$ cat src/rtl/progbus_pkg.sv
package progbus_pkg;
  typedef enum logic [2:0] {
    PB_FETCH  = 3'd0,
    PB_IDLE1  = 3'd1,
    PB_DATA   = 3'd2,
    PB_IDLE2  = 3'd3,
    PB_PWRITE = 3'd4
  } pb_state_e;
endpackage

$ cat src/rtl/pbs_wait_cfg.sv
module pbs_wait_cfg #(
  parameter int WSW    = 3,
  parameter int WS_RST = 7
) (
  input  logic           clk,
  input  logic           rst,
  input  logic           we,
  input  logic [WSW-1:0] wval,
  output logic [WSW-1:0] ws_q
);
  always_ff @(posedge clk) begin
    if (rst) ws_q <= WSW'(WS_RST);
    else if (we) ws_q <= wval;
  end

  AST_CFG_LOAD: assert property (@(posedge clk) disable iff (rst)
    we |=> (ws_q == $past(wval)));
endmodule

$ cat src/rtl/pbs_req.sv
module pbs_req #(
  parameter int AW = 16,
  parameter int DW = 16
) (
  input  logic          clk,
  input  logic          rst,
  input  logic          take,
  input  logic          pwr_req,
  input  logic          dacc_req,
  input  logic          dacc_we,
  input  logic [AW-1:0] dacc_addr,
  input  logic [DW-1:0] dacc_wdata,
  input  logic [AW-1:0] fetch_addr,
  input  logic [DW-1:0] pwr_data,
  output logic          dpend_q,
  output logic          dwe_q,
  output logic          dpend_n,
  output logic          dwe_n,
  output logic [AW-1:0] daddr_n,
  output logic [DW-1:0] dwdata_n,
  output logic [AW-1:0] paddr_n,
  output logic [DW-1:0] pwdata_n
);
  logic [AW-1:0] daddr_q, paddr_q;
  logic [DW-1:0] dwdata_q, pwdata_q;

  always_comb begin
    dpend_n  = take ? (dacc_req & ~pwr_req) : dpend_q;
    dwe_n    = take ? dacc_we    : dwe_q;
    daddr_n  = take ? dacc_addr  : daddr_q;
    dwdata_n = take ? dacc_wdata : dwdata_q;
    paddr_n  = take ? fetch_addr : paddr_q;
    pwdata_n = take ? pwr_data   : pwdata_q;
  end

  always_ff @(posedge clk) begin
    if (rst) begin
      dpend_q  <= 1'b0;
      dwe_q    <= 1'b0;
      daddr_q  <= '0;
      dwdata_q <= '0;
      paddr_q  <= '0;
      pwdata_q <= '0;
    end else begin
      dpend_q  <= dpend_n;
      dwe_q    <= dwe_n;
      daddr_q  <= daddr_n;
      dwdata_q <= dwdata_n;
      paddr_q  <= paddr_n;
      pwdata_q <= pwdata_n;
    end
  end
endmodule

$ cat src/rtl/pbs_fsm.sv
module pbs_fsm
  import progbus_pkg::*;
#(
  parameter int WSW      = 3,
  parameter int PW_WAITS = 3,
  localparam int PWB     = $clog2(PW_WAITS + 1),
  localparam int CW      = (WSW > PWB) ? WSW : PWB
) (
  input  logic           clk,
  input  logic           rst,
  input  logic           pwr_req,
  input  logic           dpend_q,
  input  logic [WSW-1:0] ws_q,
  output pb_state_e      st_q,
  output pb_state_e      st_n,
  output logic [CW-1:0]  cnt_q,
  output logic [CW-1:0]  cnt_n,
  output logic           take
);
  always_comb begin
    take = ((st_q == PB_FETCH) && !dpend_q) || (st_q == PB_IDLE2) ||
           ((st_q == PB_PWRITE) && (cnt_q == CW'(PW_WAITS)));
    st_n  = st_q;
    cnt_n = cnt_q;
    if (take) begin
      st_n  = pwr_req ? PB_PWRITE : PB_FETCH;
      cnt_n = '0;
    end else begin
      case (st_q)
        PB_FETCH:  st_n = PB_IDLE1;
        PB_IDLE1: begin
          st_n  = PB_DATA;
          cnt_n = CW'(ws_q);
        end
        PB_DATA: begin
          if (cnt_q == '0) st_n = PB_IDLE2;
          else cnt_n = cnt_q - 1'b1;
        end
        PB_PWRITE: cnt_n = cnt_q + 1'b1;
        default:   st_n = PB_IDLE2;
      endcase
    end
  end

  always_ff @(posedge clk) begin
    if (rst) begin
      st_q  <= PB_IDLE2;
      cnt_q <= '0;
    end else begin
      st_q  <= st_n;
      cnt_q <= cnt_n;
    end
  end

  AST_IDLE1_TO_DATA: assert property (@(posedge clk) disable iff (rst)
    (st_q == PB_IDLE1) |=> (st_q == PB_DATA));
  AST_PW_LEN: assert property (@(posedge clk) disable iff (rst)
    ((st_q == PB_PWRITE) && (cnt_q == CW'(PW_WAITS))) |=> ((st_q != PB_PWRITE) || (cnt_q == '0)));
endmodule

$ cat src/rtl/pbs_drive.sv
module pbs_drive
  import progbus_pkg::*;
#(
  parameter int AW       = 16,
  parameter int DW       = 16,
  parameter int WSW      = 3,
  parameter int PW_WAITS = 3,
  parameter int CW       = 3
) (
  input  logic          clk,
  input  logic          rst,
  input  pb_state_e     st_q,
  input  pb_state_e     st_n,
  input  logic [CW-1:0] cnt_q,
  input  logic [CW-1:0] cnt_n,
  input  logic          dwe_q,
  input  logic          dwe_n,
  input  logic [AW-1:0] daddr_n,
  input  logic [DW-1:0] dwdata_n,
  input  logic [AW-1:0] paddr_n,
  input  logic [DW-1:0] pwdata_n,
  input  logic [DW-1:0] ext_din,
  output logic [AW-1:0] ext_addr,
  output logic [DW-1:0] ext_dout,
  output logic          ext_doe,
  output logic          prog_rd,
  output logic          prog_wr,
  output logic          data_rd,
  output logic          data_wr,
  output logic          core_stall,
  output logic [DW-1:0] rd_data,
  output logic          rd_valid
);
  logic in_dseq_n, pw_n, dphase_n, last_rd;

  always_comb begin
    in_dseq_n = (st_n == PB_IDLE1) || (st_n == PB_DATA) || (st_n == PB_IDLE2);
    pw_n      = (st_n == PB_PWRITE);
    dphase_n  = (st_n == PB_DATA);
    last_rd   = (st_q == PB_DATA) && !dwe_q && (cnt_q == '0);
  end

  always_ff @(posedge clk) begin
    if (rst) begin
      ext_addr   <= '0;
      ext_dout   <= '0;
      ext_doe    <= 1'b0;
      prog_rd    <= 1'b0;
      prog_wr    <= 1'b0;
      data_rd    <= 1'b0;
      data_wr    <= 1'b0;
      core_stall <= 1'b1;
      rd_data    <= '0;
      rd_valid   <= 1'b0;
    end else begin
      ext_addr   <= in_dseq_n ? daddr_n : paddr_n;
      ext_dout   <= pw_n ? pwdata_n : dwdata_n;
      ext_doe    <= pw_n || (dphase_n && dwe_n);
      prog_rd    <= (st_n == PB_FETCH);
      prog_wr    <= pw_n;
      data_rd    <= dphase_n && !dwe_n;
      data_wr    <= dphase_n && dwe_n;
      core_stall <= in_dseq_n || (pw_n && (cnt_n < CW'(PW_WAITS)));
      rd_valid   <= last_rd;
      if (last_rd) rd_data <= ext_din;
    end
  end

  logic [WSW:0] dlen;
  always_ff @(posedge clk) begin
    if (rst) dlen <= '0;
    else if (data_rd || data_wr) dlen <= dlen + 1'b1;
    else dlen <= '0;
  end

  AST_ONE_STROBE: assert property (@(posedge clk) disable iff (rst)
    $onehot0({prog_rd, prog_wr, data_rd, data_wr}));
  AST_DOE_SRC: assert property (@(posedge clk) disable iff (rst)
    ext_doe |-> (data_wr || prog_wr));
  AST_FETCH_FREE: assert property (@(posedge clk) disable iff (rst)
    prog_rd |-> !core_stall);
  AST_RV_PULSE: assert property (@(posedge clk) disable iff (rst)
    rd_valid |=> !rd_valid);
  AST_DATA_MAX: assert property (@(posedge clk) disable iff (rst)
    (data_rd || data_wr) |-> (dlen < (WSW+1)'(2**WSW)));
endmodule

$ cat src/rtl/progbus_seq.sv
module progbus_seq
  import progbus_pkg::*;
#(
  parameter int AW       = 16,
  parameter int DW       = 16,
  parameter int WSW      = 3,
  parameter int WS_RST   = 7,
  parameter int PW_WAITS = 3,
  localparam int PWB     = $clog2(PW_WAITS + 1),
  localparam int CW      = (WSW > PWB) ? WSW : PWB
) (
  input  logic           clk,
  input  logic           rst,
  input  logic [AW-1:0]  fetch_addr,
  input  logic           pwr_req,
  input  logic [DW-1:0]  pwr_data,
  input  logic           dacc_req,
  input  logic           dacc_we,
  input  logic [AW-1:0]  dacc_addr,
  input  logic [DW-1:0]  dacc_wdata,
  input  logic           ws_we,
  input  logic [WSW-1:0] ws_val,
  input  logic [DW-1:0]  ext_din,
  output logic [AW-1:0]  ext_addr,
  output logic [DW-1:0]  ext_dout,
  output logic           ext_doe,
  output logic           prog_rd,
  output logic           prog_wr,
  output logic           data_rd,
  output logic           data_wr,
  output logic           core_stall,
  output logic [DW-1:0]  rd_data,
  output logic           rd_valid
);
  logic [WSW-1:0] ws_q;
  pb_state_e      st_q, st_n;
  logic [CW-1:0]  cnt_q, cnt_n;
  logic           take, dpend_q, dwe_q, dpend_n, dwe_n;
  logic [AW-1:0]  daddr_n, paddr_n;
  logic [DW-1:0]  dwdata_n, pwdata_n;

  pbs_wait_cfg #(.WSW(WSW), .WS_RST(WS_RST)) u_cfg (
    .clk(clk), .rst(rst), .we(ws_we), .wval(ws_val), .ws_q(ws_q)
  );

  pbs_req #(.AW(AW), .DW(DW)) u_req (
    .clk(clk), .rst(rst), .take(take), .pwr_req(pwr_req),
    .dacc_req(dacc_req), .dacc_we(dacc_we), .dacc_addr(dacc_addr),
    .dacc_wdata(dacc_wdata), .fetch_addr(fetch_addr), .pwr_data(pwr_data),
    .dpend_q(dpend_q), .dwe_q(dwe_q), .dpend_n(dpend_n), .dwe_n(dwe_n),
    .daddr_n(daddr_n), .dwdata_n(dwdata_n), .paddr_n(paddr_n), .pwdata_n(pwdata_n)
  );

  pbs_fsm #(.WSW(WSW), .PW_WAITS(PW_WAITS)) u_fsm (
    .clk(clk), .rst(rst), .pwr_req(pwr_req), .dpend_q(dpend_q), .ws_q(ws_q),
    .st_q(st_q), .st_n(st_n), .cnt_q(cnt_q), .cnt_n(cnt_n), .take(take)
  );

  pbs_drive #(.AW(AW), .DW(DW), .WSW(WSW), .PW_WAITS(PW_WAITS), .CW(CW)) u_drv (
    .clk(clk), .rst(rst), .st_q(st_q), .st_n(st_n), .cnt_q(cnt_q), .cnt_n(cnt_n),
    .dwe_q(dwe_q), .dwe_n(dwe_n), .daddr_n(daddr_n), .dwdata_n(dwdata_n),
    .paddr_n(paddr_n), .pwdata_n(pwdata_n), .ext_din(ext_din),
    .ext_addr(ext_addr), .ext_dout(ext_dout), .ext_doe(ext_doe),
    .prog_rd(prog_rd), .prog_wr(prog_wr), .data_rd(data_rd), .data_wr(data_wr),
    .core_stall(core_stall), .rd_data(rd_data), .rd_valid(rd_valid)
  );

  AST_DPEND_EXCL: assert property (@(posedge clk) disable iff (rst)
    (take && pwr_req) |=> !dpend_q);
endmodule

$ cat config.mk
export PLATFORM = sky130hd
export DESIGN_NAME = progbus_seq
export DESIGN_NICKNAME = d
export VERILOG_FILES = /design/src/rtl/progbus_pkg.sv /design/src/rtl/pbs_wait_cfg.sv /design/src/rtl/pbs_req.sv /design/src/rtl/pbs_fsm.sv /design/src/rtl/pbs_drive.sv /design/src/rtl/progbus_seq.sv
export SDC_FILE = /design/constraint.sdc
export NUM_CORES = 1
export LEC_CHECK = 0
export BUFFER_PORTS_ARGS = -buffer_cell sky130_fd_sc_hd__buf_2
export CAP_MARGIN = 20
export CORE_MARGIN = 5
export CORE_UTILIZATION = 45
export DETAILED_ROUTE_END_ITERATION = 10
export PLACE_DENSITY = 0.85
export SLEW_MARGIN = 20
export SYNTH_ARGS = -nofsm -noshare
export SYNTH_HDL_FRONTEND = slang
export SYNTH_SLANG_ARGS = --single-unit
$ cat constraint.sdc
create_clock -name clk -period 1.8 [get_ports clk]
set_input_delay 0.09 -clock clk [delete_from_list [all_inputs] [get_ports clk]]
set_output_delay 0.09 -clock clk [all_outputs]
set_load 0.05 [all_outputs]
== After elaboration in Yosys (flattened, before gate mapping) ==
Index checks and enable logic that the tools add are counted.

* Flip-flop bits (word level): 130
* Bits of input ports: 89
* Logic and storage cells: 66

* Add/subtract/negate cells: 2
* Magnitude comparators: 1
* Eq/ne operators: 9
* Muxes and demuxes: 14
* Bitwise logic cells: 2
* Reduce and logical (&&, ||, !) cells: 19

{| class="wikitable"
|+ Operators by type and width
! operator !! count
|-
| 2-to-1 mux 16 bit || 6
|-
| equality test 3 x 2 -> 1 bit (second input constant) || 5
|-
| 2-to-1 mux 3 bit || 5
|-
| one-hot mux 3 bit (4 select lines) || 1
|-
| zero test 3 bit || 3
|-
| one-hot mux 3 bit (3 select lines) || 1
|-
| logical AND 1 bit || 7
|-
| equality test 3 x 1 -> 1 bit (second input constant) || 2
|-
| equality test 3 bit (second input constant) || 2
|-
| logical OR 1 bit || 6
|-
| adder 3 x 1 -> 3 bit (second input constant) || 1
|-
| zero test 1 bit || 3
|-
| less-than comparator 3 x 2 -> 1 bit (second input constant) || 1
|-
| subtractor 3 x 1 -> 3 bit (second input constant) || 1
|-
| bitwise AND 1 bit || 1
|-
| 2-to-1 mux 1 bit || 1
|-
| NOT 1 bit || 1
|}

== Longest topological paths before layout ==
Gate-level depths: netlist of the first run.

* Word-level depth: 9
* Depth in mapped cells: 10
* Mapped depth without buffers: 7

== By module ==
A second synthesis of the first run with hierarchy kept.

* Cell total of the unflattened synthesis: 498
* Area total of the unflattened synthesis: 5382.7 sq um

{| class="wikitable"
|+ Modules (own cells, without submodules)
! module !! instances !! cells an instance !! area an instance (sq um) !! sequential area each (sq um)
|-
| pbs_req || 1 || 214 || 2670.1 || 1321.3
|-
| pbs_drive || 1 || 211 || 2080.7 || 1101.1
|-
| pbs_fsm || 1 || 64 || 526.8 || 120.1
|-
| pbs_wait_cfg || 1 || 9 || 105.1 || 60.1
|}

== Worst setup path before layout of the first run ==
Ideal clock, no wire load.

* Path kind: reg2reg
* From: register u_fsm.cnt_q[0]
* To: register u_drv.ext_dout[10]
* Data arrival time: 1748 ps
* Required time: 1678 ps
* Setup slack: -70 ps
* Cell stages (with the launch flop): 11
* Path buffers: 3
* Path through: dfxtp_1 ha_1 ha_1 nor2b_1 o22ai_1 a22o_1 buf_6 and2_4 buf_6 buf_6 a2bb2oi_2

* Word-level cells in the longest chain between the ends: 6
* Elaborated cells on any way between the ends: 11
* Those cells by class: eq/ne: 2; mux: 6; reduce/logical: 3

{| class="wikitable"
|+ RTL lines
! element !! RTL line !! text
|-
| start: declaration || pbs_fsm.sv:16 || <nowiki>output logic [CW-1:0] cnt_q,</nowiki>
|-
| start signal: assignment || pbs_fsm.sv:51 || <nowiki>cnt_q <= cnt_n;</nowiki>
|-
| zero test 3 bit or equality test 3 x 2 -> 1 bit (tied branches) || pbs_fsm.sv:36, pbs_fsm.sv:22 ||
|-
| 2-to-1 mux 3 bit or logical AND 1 bit (tied branches) || pbs_fsm.sv:36, pbs_fsm.sv:22 ||
|-
| one-hot mux 3 bit (4 select lines) or logical OR 1 bit (tied branches) || pbs_fsm.sv:29, pbs_fsm.sv:21 ||
|-
| 2-to-1 mux 3 bit || pbs_fsm.sv:25 || <nowiki>if (take) begin</nowiki>
|-
| equality test 3 bit || pbs_drive.sv:38 || <nowiki>pw_n = (st_n == PB_PWRITE);</nowiki>
|-
| 2-to-1 mux 16 bit (*) || pbs_drive.sv:57 || <nowiki>ext_dout <= pw_n ? pwdata_n : dwdata_n;</nowiki>
|-
| end signal: assignment || pbs_drive.sv:57 ||
|-
| end: declaration || pbs_drive.sv:24 || <nowiki>output logic [DW-1:0] ext_dout,</nowiki>
|}

Mark *: on every way between the ends. The rest lies on a longest branch, timed or not.
A chain may end at the register's enable or synchronous reset.

== Final worst setup path of the first run ==
* From: register u_fsm.cnt_q[0]
* To: register u_req.daddr_q[5]

* Word-level cells in the longest chain between the ends: 4

{| class="wikitable"
|+ RTL lines
! element !! RTL line !! text
|-
| equality test 3 x 2 -> 1 bit || pbs_fsm.sv:22 || <nowiki>((st_q == PB_PWRITE) && (cnt_q == CW'(PW_WAITS)));</nowiki>
|-
| logical AND 1 bit || pbs_fsm.sv:22 ||
|-
| logical OR 1 bit || pbs_fsm.sv:21 || <nowiki>take = ((st_q == PB_FETCH) && !dpend_q) || (st_q == PB_IDLE2) ||</nowiki>
|-
| 2-to-1 mux 16 bit || pbs_req.sv:30 || <nowiki>daddr_n = take ? dacc_addr : daddr_q;</nowiki>
|-
| end signal: assignment || pbs_req.sv:47 || <nowiki>daddr_q <= daddr_n;</nowiki>
|-
| end: declaration || pbs_req.sv:24 || <nowiki>logic [AW-1:0] daddr_q, paddr_q;</nowiki>
|}

No other way between the ends.

==> impl_metrics.env, run 1 <==
export IMPL_outcome="complete, but fails checks"
export IMPL_violations="negative setup slack"
export IMPL_worst_pin_slew_ns=0.7172
export IMPL_avgSynthCellArea_um2=9.133
export IMPL_critical_path_top_delay_family="compound AO/OA/AOI/OAI gates"
export IMPL_arrival_ns=2.36
export IMPL_grt_pass1_wl_mm=25.61
export IMPL_finalHoldViolations=0
export IMPL_die_y_um=115.2
export IMPL_cp_required_ns=2.22
export IMPL_syn_num_nets=638
export IMPL_vias=5121
export IMPL_async_flop_share=0
export IMPL_detail_route_wl_per_cell_um=19.00
export IMPL_drt_iter0_markers=479
export IMPL_globalRouteTotalUtil=0.2494
export IMPL_irDropWorstVdd_uv=1149
export IMPL_antenna_found_initial=0
export IMPL_postRouteAntennaNets=0
export IMPL_die_width_um=115.2
export IMPL_drive_gt1_frac=0.3960
export IMPL_clkTransAtPathRegs_ns=0.06
export IMPL_post_route_min_period_ns=1.933
export IMPL_cts_buffer_depth=2
export IMPL_finalClockSkew_ns=0.007750
export IMPL_syn_instance_count=545
export IMPL_worstPathCellList="ha_4 -> ha_4 -> nand2b_4 -> a31oi_4 -> buf_6 -> buf_12 -> buf_6 -> nand2_1 -> a21oi_1"
export IMPL_routed_wl_mm=18.01
export IMPL_dp_hpwl_mm=8.936
export IMPL_synth_area_mm2=0.004977
export IMPL_start_util=0.4591
export IMPL_grt_pass1_vias=5169
export IMPL_drc=0
export IMPL_cts_sinks=130
export IMPL_path_class="reg -> reg"
export IMPL_hp_class="in -> reg"
export IMPL_cp_max_fo=12
export IMPL_critPathLaunchType="register"
export IMPL_yosysWarningCount=0
export IMPL_mostFrequentLayoutCells="buf_2 (142), nand2_1 (129), dfxtp_1 (126), dlygate4sd3_1 (90), a21oi_1 (46)"
export IMPL_rsz0062_at_grt="yes"
export IMPL_area_delta_synth_final_pct=63.62
export IMPL_cts_made_buffers=17
export IMPL_firstDrtPassIters=5
export IMPL_critPathSlowestCell="dfxtp_4"
export IMPL_globalplace_congestion=0.8257
export IMPL_dieArea_mm2=0.01326
export IMPL_synth_seq_cells=130
export IMPL_via_per_inst=5.402
export IMPL_diodes=0
export IMPL_crit_buf_inv=3
export IMPL_max_cap_violations=0
export IMPL_drv_slew=0
export IMPL_cts_tree="built"
export IMPL_dp_cells=812
export IMPL_port_buffers=143
export IMPL_num_rows=38
export IMPL_finalCritPeriodShare=1.074
export IMPL_ys_flop_type="dfxtp_1"
export IMPL_max_stage_delay_ns=0.35
export IMPL_netlist_cell_type_count=50
export IMPL_stdcell_count=948
export IMPL_crit_path_end_kind="register"
export IMPL_p_leak_nw=3.597
export IMPL_ys_seq_area_frac=0.5229
export IMPL_p_per_area_mw_per_mm2=1527
export IMPL_clock_root_buffer="clkbuf_8"
export IMPL_setup_ws_ns=-0.1335
export IMPL_final_nets=888
export IMPL_grt_max_degree=55
export IMPL_max_slew_margin=0.5219
export IMPL_synth_edf_count=0
export IMPL_finalPower_mw=12.44
export IMPL_layout_cells_most_common="buf_2"
export IMPL_setup_viol=75
export IMPL_place_ws_ns=-0.09225
export IMPL_placed_area_mm2=0.005917
export IMPL_clk_latency_ns=0.52
export IMPL_grt_overflow=0
export IMPL_final_cell_area_mm2=0.008144
export IMPL_htreeDepth=4
export IMPL_fp_coreArea_mm2=0.01084
export IMPL_max_freq_ghz=0.5172
export IMPL_io_pins=144
[repair_timing]
item | CTS | global route
hold buffers | 90 | 0
gates cloned | 2 | 5
setup endpoints to repair | 80 | 75
hold endpoints to repair | 118 | 0
gates resized for setup | 28 | 92
pin swaps | 5 | 43
buffers inserted | 5 | 4
[area by class of cell]
class / count / area (µm²)
Clock buffer: 23 / 476.7
Multi-Input combinational cell: 369 / 2592
Clock inverter: 9 / 175.2
Timing Repair Buffer: 269 / 2085
Sequential cell: 130 / 2610
Fill cell: 687 / 2696
Inverter: 8 / 30.03
Tap cell: 140 / 175.2
[worst register-to-register path: stages (launching register included)]
cell      delay [ns]
dfxtp_4         0.35
ha_4            0.16
ha_4            0.16
nand2b_4        0.15
a31oi_4         0.29
buf_6           0.17
buf_12          0.13
buf_6           0.15
nand2_1         0.08
a21oi_1         0.21
[synthesized netlist by cell type (2+ instances only)]
cell type / count / share of area
a21oi_1: 74 / 0.074
a21oi_2: 10 / 0.018
a2bb2oi_1: 8 / 0.014
a2bb2oi_2: 8 / 0.024
a31oi_1: 3 / 0.0038
and2_1: 2 / 0.0025
buf_2: 17 / 0.017
buf_4: 6 / 0.0090
buf_6: 3 / 0.0068
clkbuf_1: 12 / 0.0090
dfxtp_1: 130 / 0.52
ha_1: 4 / 0.010
inv_1: 7 / 0.0053
mux2_1: 11 / 0.025
mux2_2: 5 / 0.011
mux2i_1: 19 / 0.038
nand2_1: 154 / 0.12
nand2b_1: 6 / 0.0075
nand3_1: 3 / 0.0030
nor2_1: 23 / 0.017
nor2b_1: 2 / 0.0025
nor3_1: 2 / 0.0020
o21ai_0: 7 / 0.0070
o22ai_1: 3 / 0.0038
[path summary, 6_finish.rpt]
path	from	slack [ns]	cells after the start	endpoint
min reg2reg	u_req.daddr_q[1]	0.45	2	u_req.daddr_q[1]
max	u_fsm.cnt_q[0]	-0.13	9	u_req.daddr_q[5]
max reg2reg	u_fsm.cnt_q[0]	-0.13	9	u_req.daddr_q[5]
min	ext_din[10]	0.37	4	u_drv.rd_data[10]
[logic make-up (layout without fill, tap and decap cells)]
family | Yosys count | count (layout) | synth area share
compound gates | 127 | 127 | 0.1707
xor+xnor | 1 | 1 | 0.001760
fa+ha+maj | 4 | 4 | 0.01006
buf+inv | 46 | 309 | 0.04801
flops | 130 | 130 | 0.5229
mux | 35 | 35 | 0.07441
simple gates | 202 | 202 | 0.1722
[sequential cells by signal (all words and copies together) (netlist names), 3 cells and up]
name	count
u_req.pwdata_q	16
u_req.dwdata_q	16
u_drv.ext_dout	16
u_drv.rd_data	16
u_drv.ext_addr	16
u_fsm.st_q	3
u_fsm.cnt_q	3
u_req.daddr_q	16
u_cfg.ws_q	3
u_req.paddr_q	16
[power by group]
part	leakage (nW)	switching, mW	internal, mW
clock network	0.314	1.22	2.53
logic	2.21	3.01	1.91
registers	1.07	0.311	3.46
total	3.60	4.54	7.90
[metrics by stage]
step	setup TNS, ns	hold slack [ns]	util
CTS	-0.04455	0.3407	0.7086
floorplan	0	0.1693	-
detailed placement	-2.297	0.3157	0.5458
finish	-4.362	0.3687	0.7513
global route	-9.014	0.3589	0.7513
global placement	-0.07350	0.3153	0.5458
[metal layers]
metal,track usage,vias to the layer above,wire (µm)
li1,-,2340,-
met1,0.2531,2439,6529
met2,0.4618,283,9572
met3,0.08000,59,1356
met4,0.1142,0,551
met5,0,-,0
(Power assumes the default switching activity.)
==> run 2: changes to the inputs <==
- CTS_BUF_LIST: not set -> sky130_fd_sc_hd__clkbuf_4 sky130_fd_sc_hd__clkbuf_8 sky130_fd_sc_hd__clkbuf_16
==> impl_metrics.env, run 2 (synthesis results as in run 1) <==
export IMPL_placed_area_mm2=0.005917
export IMPL_setup_ws_ns=-0.1479
export IMPL_max_cap_violations=0
export IMPL_grt_busiest_layer="met2"
export IMPL_met1_usage=0.2533
export IMPL_finalCritPeriodShare=1.082
export IMPL_final_cell_area_mm2=0.008144
export IMPL_finalClockSkew_ns=0.01134
export IMPL_postRouteAntennaNets=0
export IMPL_via_per_inst=5.356
export IMPL_violations="negative setup slack"
export IMPL_clkTransAtPathRegs_ns=0.06
export IMPL_drt_iter0_markers=305
export IMPL_min_from="ext_din[10]"
export IMPL_setup_viol=62
export IMPL_mostFrequentLayoutCells="buf_2 (142), dfxtp_1 (126), nand2_1 (125), dlygate4sd3_1 (90), a21oi_2 (53)"
export IMPL_hp_class="in -> reg"
export IMPL_max_stage_delay_ns=0.35
export IMPL_r2r_start="u_fsm.cnt_q[0]"
export IMPL_place_ws_ns=-0.09225
export IMPL_met2_usage=0.4603
export IMPL_cts_tree="built"
export IMPL_grt_use_met3=0.08000
export IMPL_final_nets=884
export IMPL_grt_overflow=0
export IMPL_drv_slew=0
export IMPL_finalHoldViolations=0
export IMPL_irDropWorstVdd_uv=1160
export IMPL_routed_wl_mm=18.01
export IMPL_globalplace_congestion=0.8257
export IMPL_max_slew_margin=0.4429
export IMPL_die_width_um=115.2
export IMPL_num_rows=38
export IMPL_io_pins=144
export IMPL_antenna_found_initial=0
export IMPL_p_leak_nw=3.630
export IMPL_max_freq_ghz=0.5134
export IMPL_post_route_min_period_ns=1.948
export IMPL_worstPathCellList="ha_4 -> ha_4 -> nand2b_4 -> a31oi_4 -> buf_6 -> clkbuf_16 -> clkbuf_16 -> nand2_4 -> a21oi_2"
export IMPL_fp_coreArea_mm2=0.01084
export IMPL_htreeDepth=4
export IMPL_diodes=0
export IMPL_drc=0
export IMPL_layout_cells_most_common="buf_2"
export IMPL_cp_max_fo=8
export IMPL_clock_root_buffer="clkbuf_8"
export IMPL_dp_hpwl_mm=8.936
export IMPL_path_class="reg -> reg"
export IMPL_crit_path_end_kind="register"
export IMPL_rsz0062_at_grt="yes"
export IMPL_drive_gt1_frac=0.4117
export IMPL_grt_max_degree=55
export IMPL_area_delta_synth_final_pct=63.62
export IMPL_fillers=687
export IMPL_dieArea_mm2=0.01326
export IMPL_critPathSlowestCell="dfxtp_4"
export IMPL_port_buffers=143
export IMPL_globalRouteTotalUtil=0.2492
export IMPL_firstDrtPassIters=5
export IMPL_detail_route_wl_per_cell_um=19.08
export IMPL_clk_latency_ns=0.53
export IMPL_grt_pass1_vias=5171
export IMPL_start_util=0.4591
export IMPL_cp_required_ns=2.25
export IMPL_outcome="complete, but fails checks"
export IMPL_worst_pin_slew_ns=0.8357
export IMPL_cp_startpoint="u_fsm.cnt_q[0]"
export IMPL_grt_pass1_wl_mm=25.56
export IMPL_critPathLaunchType="register"
export IMPL_die_y_um=115.2
export IMPL_cts_buffer_depth=2
export IMPL_p_per_area_mw_per_mm2=1525
export IMPL_cts_sinks=130
export IMPL_cts_made_buffers=17
export IMPL_arrival_ns=2.39
export IMPL_vias=5056
## run 2: cell types whose count changed in the layout (fill, tap and decap cells not counted), moves of 3 or more
cell and change:
nand2_1 -4, mux2i_4 -3, a21oi_1 -16, a21oi_2 +17, nand2_2 -3, nand2_4 +7, mux2i_1 +5
## run 2: what timing repair did
item / CTS / global route
pin swaps: 5 / 51
gates resized for setup: 28 / 108
setup endpoints to repair: 80 / 75
hold buffers: 90 / 0
endpoints found under the hold margin: 118 / 0
cloned: 2 / 4
buffers inserted: 5 / 1
## run 2: power by group
group / internal [mW] / switching [mW] / total (mW)
logic: 1.83 / 3.00 / 4.83
clock network: 2.56 / 1.24 / 3.80
registers: 3.46 / 0.327 / 3.78
## run 2: worst paths after layout
path / cells after the start / endpoint / slack (ns)
max: 9 / u_req.paddr_q[7] / -0.15
min reg2reg: 2 / u_req.daddr_q[1] / 0.45
max reg2reg: 9 / u_req.paddr_q[7] / -0.15
min: 4 / u_drv.rd_data[10] / 0.36
## run 2: stage by stage
step	hold slack (ns)	instances	power, mW	TNS (ns)	util
2_1_floorplan	0.1693	545	6.381	0	-
3_3_place_gp	0.3153	812	7.201	-0.07350	0.5458
3_5_place_dp	0.3157	812	7.323	-2.297	0.5458
4_1_cts	0.3403	941	11.60	-0.04453	0.7093
5_1_grt	0.3515	944	12.90	-7.393	0.7513
6_report	0.3585	944	12.42	-2.332	0.7513
## run 2: routing by layer
metal	vias to the layer above	wire [µm]
li1	2329	-
met1	2370	6451
met2	276	9287
met3	81	1408
met4	0	863
met5	-	0
## run 2: worst max-delay path, delay by kind of cell, from the launching register on
| kind | cells | cell delay, ns |
|---|---|---|
| compound gates | 2 | 0.45 |
| flops | 1 | 0.35 |
| buf+inv | 3 | 0.54 |
| simple gates | 2 | 0.20 |
| fa+ha+maj | 2 | 0.32 |
## run 2: layout make-up
class	count	area, µm²	area share
Multi-Input combinational cell	369	2631	0.3231
Sequential cell	130	2610	0.3205
Timing Repair Buffer	265	2038	0.2503
Clock buffer	23	484.2	0.05946
Clock inverter	9	175.2	0.02151
Tap cell	140	175.2	0.02151
Inverter	8	30.03	0.003687
